==> config.mk <==
export PLATFORM = sky130hd
export DESIGN_NAME = psram_burst_split
export DESIGN_NICKNAME = d
export VERILOG_FILES = /design/src/rtl/psram_split_pkg.sv /design/src/rtl/psram_req_check.sv /design/src/rtl/psram_chunk_calc.sv /design/src/rtl/psram_burst_split.sv
export SDC_FILE = /design/constraint.sdc
export NUM_CORES = 1
export LEC_CHECK = 0
export ABC_AREA = 0
export BUFFER_PORTS_ARGS = -buffer_cell sky130_fd_sc_hd__buf_4
export CAP_MARGIN = 20
export CORE_MARGIN = 2
export CORE_UTILIZATION = 53
export DETAILED_ROUTE_END_ITERATION = 8
export PLACE_DENSITY = 0.78
export RECOVER_POWER = 50
export SKIP_CTS_REPAIR_TIMING = 1
export SLEW_MARGIN = 0
export SYNTH_ARGS = -nofsm -noshare
export SYNTH_HDL_FRONTEND = slang
export SYNTH_SLANG_ARGS = --single-unit
==> constraint.sdc <==
create_clock -name clk -period 8.1 [get_ports clk]
set_input_delay 0.81 -clock clk [delete_from_list [all_inputs] [get_ports clk]]
set_output_delay 0.81 -clock clk [all_outputs]
set_load 0.03 [all_outputs]
==> src/rtl/psram_split_pkg.sv <==
package psram_split_pkg;
  localparam logic [7:0] OP_RD_LINEAR = 8'h20;
  localparam logic [7:0] OP_WR_SYNC   = 8'h80;
  localparam logic [7:0] OP_WR_LINEAR = 8'hA0;

  typedef enum logic {ST_IDLE, ST_BUSY} split_state_t;
endpackage

==> src/rtl/psram_req_check.sv <==
module psram_req_check #(
  parameter int ADDR_W = 24,
  parameter int RLEN_W = 25
) (
  input  logic [ADDR_W-1:0] addr,
  input  logic [RLEN_W-1:0] len,
  input  logic              is_write,
  output logic              ok
);
  localparam int SUM_W = (ADDR_W > RLEN_W ? ADDR_W : RLEN_W) + 2;
  localparam logic [SUM_W-1:0] SPACE_TOP = SUM_W'(1) << ADDR_W;

  logic [SUM_W-1:0] end_addr;
  logic             bad_len, bad_align, bad_range, bad_write;

  always_comb begin
    end_addr  = SUM_W'(addr) + SUM_W'(len);
    bad_len   = (len == '0);
    bad_align = addr[0];
    bad_range = (end_addr > SPACE_TOP);
    bad_write = is_write && ((len < RLEN_W'(2)) || len[0]);
    ok        = !(bad_len || bad_align || bad_range || bad_write);
  end
endmodule

==> src/rtl/psram_chunk_calc.sv <==
module psram_chunk_calc #(
  parameter int RLEN_W     = 25,
  parameter int LEN_W      = 12,
  parameter int PAGE_BYTES = 1024
) (
  input  logic [$clog2(PAGE_BYTES)-1:0] page_off,
  input  logic [RLEN_W-1:0]             rem,
  input  logic                          is_write,
  input  logic [LEN_W-1:0]              max_burst,
  output logic [LEN_W-1:0]              chunk,
  output logic                          is_last
);
  localparam int PAGE_LSB = $clog2(PAGE_BYTES);
  localparam int DIST_W   = PAGE_LSB + 1;

  logic [LEN_W-1:0]  ceiling, cap;
  logic [DIST_W-1:0] page_dist;

  always_comb begin
    ceiling = {max_burst[LEN_W-1:1], 1'b0};
    if (ceiling == '0) ceiling = LEN_W'(2);
    page_dist = DIST_W'(PAGE_BYTES) - {1'b0, page_off};
    cap = ceiling;
    if (is_write && (LEN_W'(page_dist) < cap)) cap = LEN_W'(page_dist);
    if (rem <= RLEN_W'(cap)) begin
      chunk   = LEN_W'(rem);
      is_last = 1'b1;
    end else begin
      chunk   = cap;
      is_last = 1'b0;
    end
  end
endmodule

==> src/rtl/psram_burst_split.sv <==
module psram_burst_split
  import psram_split_pkg::*;
#(
  parameter int ADDR_W     = 24,
  parameter int LEN_W      = 12,
  parameter int PAGE_BYTES = 1024
) (
  input  logic              clk,
  input  logic              rst,
  input  logic              req_valid,
  output logic              req_ready,
  input  logic              req_write,
  input  logic              req_wmode,
  input  logic [ADDR_W-1:0] req_addr,
  input  logic [ADDR_W:0]   req_len,
  input  logic [LEN_W-1:0]  max_burst,
  input  logic [1:0]        wrap_cfg,
  output logic [10:0]       wrap_bytes,
  output logic              err,
  output logic              done,
  output logic              cmd_valid,
  input  logic              cmd_ready,
  output logic [7:0]        cmd_opcode,
  output logic [ADDR_W-1:0] cmd_addr,
  output logic [LEN_W-1:0]  cmd_len,
  output logic              cmd_last
);
  localparam int RLEN_W   = ADDR_W + 1;
  localparam int PAGE_LSB = $clog2(PAGE_BYTES);

  split_state_t      state;
  logic [ADDR_W-1:0] cur_addr;
  logic [RLEN_W-1:0] rem;
  logic              cur_write;
  logic [7:0]        cur_op;
  logic              req_ok;
  logic [LEN_W-1:0]  chunk;
  logic              chunk_last;
  logic [10:0]       wrap_dec;

  psram_req_check #(.ADDR_W(ADDR_W), .RLEN_W(RLEN_W)) u_check (
    .addr(req_addr), .len(req_len), .is_write(req_write), .ok(req_ok)
  );

  psram_chunk_calc #(.RLEN_W(RLEN_W), .LEN_W(LEN_W), .PAGE_BYTES(PAGE_BYTES)) u_calc (
    .page_off(cur_addr[PAGE_LSB-1:0]), .rem(rem), .is_write(cur_write),
    .max_burst(max_burst), .chunk(chunk), .is_last(chunk_last)
  );

  always_comb begin
    case (wrap_cfg)
      2'd0:    wrap_dec = 11'd16;
      2'd1:    wrap_dec = 11'd32;
      2'd2:    wrap_dec = 11'd64;
      default: wrap_dec = 11'd1024;
    endcase
  end

  assign req_ready = (state == ST_IDLE);

  always_ff @(posedge clk) begin
    if (rst) begin
      state      <= ST_IDLE;
      cur_addr   <= '0;
      rem        <= '0;
      cur_write  <= 1'b0;
      cur_op     <= 8'h00;
      cmd_valid  <= 1'b0;
      cmd_opcode <= 8'h00;
      cmd_addr   <= '0;
      cmd_len    <= '0;
      cmd_last   <= 1'b0;
      done       <= 1'b0;
      err        <= 1'b0;
      wrap_bytes <= 11'd16;
    end else begin
      done       <= 1'b0;
      err        <= 1'b0;
      wrap_bytes <= wrap_dec;
      case (state)
        ST_IDLE: begin
          if (req_valid) begin
            if (!req_ok) begin
              err <= 1'b1;
            end else begin
              cur_addr  <= req_addr;
              rem       <= req_len;
              cur_write <= req_write;
              cur_op    <= !req_write ? OP_RD_LINEAR :
                           (req_wmode ? OP_WR_LINEAR : OP_WR_SYNC);
              state     <= ST_BUSY;
            end
          end
        end
        default: begin
          if (!cmd_valid) begin
            cmd_valid  <= 1'b1;
            cmd_opcode <= cur_op;
            cmd_addr   <= cur_addr;
            cmd_len    <= chunk;
            cmd_last   <= chunk_last;
            cur_addr   <= cur_addr + ADDR_W'(chunk);
            rem        <= rem - RLEN_W'(chunk);
          end else if (cmd_ready) begin
            cmd_valid <= 1'b0;
            if (cmd_last) begin
              done  <= 1'b1;
              state <= ST_IDLE;
            end
          end
        end
      endcase
    end
  end
endmodule

# == Word-level counts from Yosys, hierarchy flattened ==
# Cells that the tools add are included.
# op_classes
add_sub_neg,4
n_lt_le_gt_ge,4
eq_ne,4
mux,25
n_bitwise,5
reduce_logical,15
# ops
op,count
2-to-1 mux 25 bit,4
2-to-1 mux 24 bit,4
2-to-1 mux 12 bit,3
case mux 11 bit (3 select lines),1
"> comparator 27 x 25 -> 1 bit, second input constant",1
adder 24 x 25 -> 26 bit,1
less-or-equal comparator 25 x 12 -> 1 bit,1
zero test 25 bit,1
"< comparator 25 x 2 -> 1 bit, second input constant",1
subtractor 25 x 12 -> 25 bit,1
adder 24 x 12 -> 24 bit,1
< comparator 11 x 12 -> 1 bit,1
zero test 11 bit,1
2-to-1 mux 1 bit,11
"subtractor 11 x 10 -> 11 bit, first input constant",1
2-to-1 mux 8 bit,1
2-to-1 mux 6 bit,1
AND reduction 3 bit,2
inverter 1 bit,5
logical OR 1 bit,4
"!= test 2 bit, second input constant",2
OR reduction 4 bit,1
OR reduction 3 bit,1
"equality test 2 x 1 -> 1 bit, second input constant",1
other kinds (5),6
# word_totals
register_bits,118
input_bits,69
output_inout_bits,60
elab_cells,70

# == Logic depth before layout (Yosys ltp) ==
# depth
depth_word,10
depth_mapped,40
depth_no_buf,36

# == Hierarchy ==
# Synthesis repeated with hierarchy kept, for this count alone.
# hier_totals
hier_cells,1122
area_unflattened_um2,8499.4
# by_module_without_submodules
module,n_inst,cells_per_inst,area_per_inst_um2,seq_area_each_um2
psram_burst_split,1,731,5647.9,1961.9
psram_req_check,1,254,1843.0,0.0
psram_chunk_calc,1,137,1008.5,0.0

# == Worst setup path before layout ==
# Ideal clock, no wire load.
# synth_timing
kind,reg-to-reg
startpoint,reg cur_addr[2]
endpoint,reg cur_addr[18]
setup_time_ns,0.138
arrival_ns,7.825
required_time_ns,7.962
setup_slack_ns,0.137
path_stages_with_launch,38
path_buffers,5
period_less_slack_ns,7.963
cell_sequence,dfxtp_1 buf_6 or4_4 or4_4 and2_4 ha_1 nand4_1 o31ai_1 a211o_1 buf_2 nor2_2 clkbuf_8 a21oi_2 ha_1 nand4_1 nor3_1 and2_1 o221a_1 [2 not listed] nor2_1 clkbuf_1 mux2i_1 inv_1 fa_1 a21o_1 a21oi_1 o21bai_1 a21oi_1 o21bai_1 a21oi_1 nor2b_1 o21a_1 o41ai_1 clkbuf_1 o21ai_0 a21oi_1 a211oi_1
# synth_via
elab_chain_len,9
# synth_lines
item,line_no,text
"start, declared",psram_burst_split.sv:32,logic [ADDR_W-1:0] cur_addr;
"start signal, assigned",psram_burst_split.sv:86,cur_addr <= req_addr;
"start signal, assigned",psram_burst_split.sv:102,cur_addr <= cur_addr + ADDR_W'(chunk);
subtractor 11 x 10 -> 11 bit (*),psram_chunk_calc.sv:22,"page_dist = DIST_W'(PAGE_BYTES) - {1'b0, page_off};"
< comparator 11 x 12 -> 1 bit,psram_chunk_calc.sv:24,if (is_write && (LEN_W'(page_dist) < cap)) cap = LEN_W'(page_dist);
logical AND 1 bit,psram_chunk_calc.sv:24,
2-to-1 mux 12 bit (*),psram_chunk_calc.sv:24,
less-or-equal comparator 25 x 12 -> 1 bit,psram_chunk_calc.sv:25,if (rem <= RLEN_W'(cap)) begin
2-to-1 mux 12 bit (*),psram_chunk_calc.sv:25,
net chunk[1],psram_burst_split.sv:37,logic [LEN_W-1:0] chunk;
adder 24 x 12 -> 24 bit (*),psram_burst_split.sv:102,
2-to-1 mux 24 bit (*),psram_burst_split.sv:96,if (!cmd_valid) begin
2-to-1 mux 24 bit (*),psram_burst_split.sv:80,case (state)
# Mark *: on every way through the listed nets, which the timed path passes. The rest lies on a longest branch. The select of a mux whose other input is x is not followed.
# A chain may end at the register's enable or synchronous reset.

# == Final worst setup path ==
# layout_timing
startpoint,reg cur_addr[4]
endpoint,reg cur_addr[20]
# The elaborated chain is that of the path after synthesis.

==> flow_summary.ini <==
[outcome]
status = complete, but fails checks
violations = capacitance limit, slew limit

[drt]
via_count = 9335
drt_iter0_markers = 843
routedWlPerCell_um = 18.8
dr.pass1.iters = 5
ant_nets = 0
drcViolationCount = 0
vias_per_cell = 6.30
routed_wl_um = 27900

[synth]
synth_top_cell_area_share_pct = 22.7
synthFlopType = dfxtp_1
synth-seq-area-share_pct = 22.7
ys_types = 102
ys_top_cells_by_count = nand2_1 (156), a21oi_1 (120), dfxtp_1 (98)
synth_edf_count = 0
yosysMostFrequentCell = nand2_1
synth.area.top_cells = dfxtp_1 (23%), ha_1 (9.0%), a21oi_1 (7.0%)
synth_cells = 1159
syn_area_um2 = 8630
ys.warnings.count = 0
synthArstFlopShare_pct = 0
synth_seq_cells = 98
postSynthAreaPerCell_um2 = 7.45
yosysTopAreaCell = dfxtp_1

[clock_network]
cts_inserted_buffers = 9
clock-root-buffer = clkbuf_16
clockBufferDepth = 2
clk_latency_ns = 0.36
cts_tree = built
clkTransAtPathRegs_ns = 0.07
clock_sinks = 98
h-tree-depth = 3

[sta]
min_period_over_period_pct = 96.0
fin_tns_setup_ns = 0
finalHoldViolations = 0
worst_pin_slew_ns = 1.78
fin_skew_ns = 0.0131
relSlewSlack_pct = -18.4
maxClockFrequency_mhz = 129
finalWorstSetupSlack_ns = 0.322
setup_viol = 0
layout_min_cycle_time_ns = 7.78
finalMaxSlewViolations = 41

[hold_path]
whs_path_depth = 2
hold_class = reg2reg
min_delay_worst_endpoint = cmd_addr[0]$_SDFFE_PP0P_
min-delay-start = cmd_addr[0]$_SDFFE_PP0P_

[layout]
area_delta_synth_final_pct = 14.9
drive_gt1_share_pct = 14.5
diodes = 0
final_nets = 1395

[floorplanning]
die_w_um = 132
rows = 46
die_area_um2 = 17300
die_h_um = 132
pin_count = 129
core_um2 = 15900
initial_core_util_pct = 54.3

[global_route]
grt_max_degree = 95
grt_pass1_vias = 8250
grt_overflow = 0
grt_antenna_before_repair = 0
grtUsageTotal_pct = 31.0
grt_first_pass_wirelength_um = 43400

[worst_setup_path]
cp.required_ns = 8.30
critPathKind = reg2reg
reg2regPathDepth = 38
start_kind = register
crit_family = compound AO/OA/AOI/OAI gates
ff2ff_setup_slack_ns = 0.32
arrival_ns = 7.98
worst_setup_path_end_kind = register
timing.rr.end = cur_addr[20]$_SDFFE_PP0P_
r2r_start = cur_addr[4]$_SDFFE_PP0P_
critical-path-max-stage-delay_ns = 0.53
crit_slowest_cell = or4_4
path_common_cell = a21oi_2
worst-path-buf-inv = 6
crit_fanout = 11

[power]
power.density_nw_per_um2 = 203
ir_drop_mv = 0.116
p_leak_nw = 3.93

[place]
dpl.hpwl_um = 20900
portBuffers = 114
pre_cts_ws_ns = 0.177
gp_congestion = 0.974

[job]
maxCapViolCount = 1
[report_power, final]
part	internal [mW]	leakage [nW]	switching, mW
combinational	0.409	2.99	0.611
clock	0.224	0.143	0.213
sequential	0.515	0.797	0.0425
[worst max-delay path by stage]
stage / from / to / slack, ns / cells after the start
finish: cur_addr[4]$_SDFFE_PP0P_ / cur_addr[20]$_SDFFE_PP0P_ / 0.32 / 38
global route: cur_addr[4]$_SDFFE_PP0P_ / cur_addr[22]$_SDFFE_PP0P_ / -0.07 / 38
CTS: cur_addr[3]$_SDFFE_PP0P_ / cur_addr[23]$_SDFFE_PP0P_ / 0.1 / 35
detailed placement: cur_addr[3]$_SDFFE_PP0P_ / cur_addr[17]$_SDFFE_PP0P_ / 0.18 / 35
global placement: cur_addr[3]$_SDFFE_PP0P_ / cur_addr[15]$_SDFFE_PP0P_ / 0.38 / 35
floorplan: cur_addr[2]$_SDFFE_PP0P_ / cur_addr[18]$_SDFFE_PP0P_ / 0.14 / 37
[worst reg2reg max path: cells and delay by family, from the launching register on]
| family | cells | cell delay [ns] |
|---|---|---|
| fa+ha+maj | 3 | 1.01 |
| flops | 1 | 0.31 |
| compound gates | 18 | 3.07 |
| buf+inv | 6 | 0.90 |
| mux | 1 | 0.19 |
| simple gates | 10 | 2.15 |
[flip-flops by register name, summed over array words and instances (netlist names), 2 cells and up]
name	count
cmd_addr	24
cur_op	2
cmd_opcode	2
cmd_len	12
wrap_bytes	4
rem	25
cur_addr	24
[metal layers]
layer / part of all wire, % / up-vias / track usage (%)
met2: 46 / 385 / 50.3
met3: 6.7 / 73 / 4.67
met4: 4.2 / 0 / 13.8
li1: - / 4479 / -
met5: 0 / - / 0
met1: 43 / 4398 / 40.7
[cell type report]
type                       count  area (um2)
tap                          216         270
multi-input combinational    942        6160
fill                        1512        5960
sequential                    98        1960
clock inverter                 6        56.3
inverter                      51         191
clock buffer                  10         239
timing repair buffer         159        1040
[kinds of logic after synthesis]
kind of cell | Yosys count | synth area share [%]
fa+ha+maj | 71 | 10.4
flops | 98 | 22.7
other cells | 1 | 0.0434
simple gates | 425 | 24.3
xor+xnor | 29 | 2.94
compound gates | 385 | 29.8
buf+inv | 132 | 7.48
mux | 18 | 2.25
[per-stage QoR]
| stage | power [mW] | hold slack, ns | cell area [um2] | util, % | instances |
|---|---|---|---|---|---|
| 3_5_place_dp | 1.54 | 0.449 | 9660 | 60.8 | 1458 |
| 4_1_cts | 1.98 | 0.459 | 9950 | 62.7 | 1474 |
| 2_1_floorplan | 1.27 | 0.432 | 8680 | - | 1171 |
| 3_3_place_gp | 1.52 | 0.446 | 9660 | 60.8 | 1458 |
| 6_report | 2.01 | 0.455 | 9920 | 62.5 | 1482 |
| 5_1_grt | 2.13 | 0.472 | 9920 | 62.5 | 1482 |
[cell usage in the layout (no fill, tap or decap), types with 13 or more instances in the layout]
cell | netlist | layout
buf_4 | 16 | 108
a21oi_1 | 120 | 114
dfxtp_1 | 98 | 96
clkbuf_1 | 45 | 47
xnor2_1 | 22 | 22
conb_1 | 1 | 13
a21o_1 | 15 | 15
ha_1 | 62 | 62
and3_1 | 15 | 15
nor3_1 | 27 | 27
a31oi_1 | 14 | 14
inv_1 | 51 | 51
nand2_1 | 156 | 155
nand3_1 | 23 | 21
nor2_1 | 90 | 89
nor4_1 | 19 | 19
o21ai_0 | 55 | 53
a211oi_1 | 40 | 40
No activity file was read; power rests on OpenSTA's default activity.
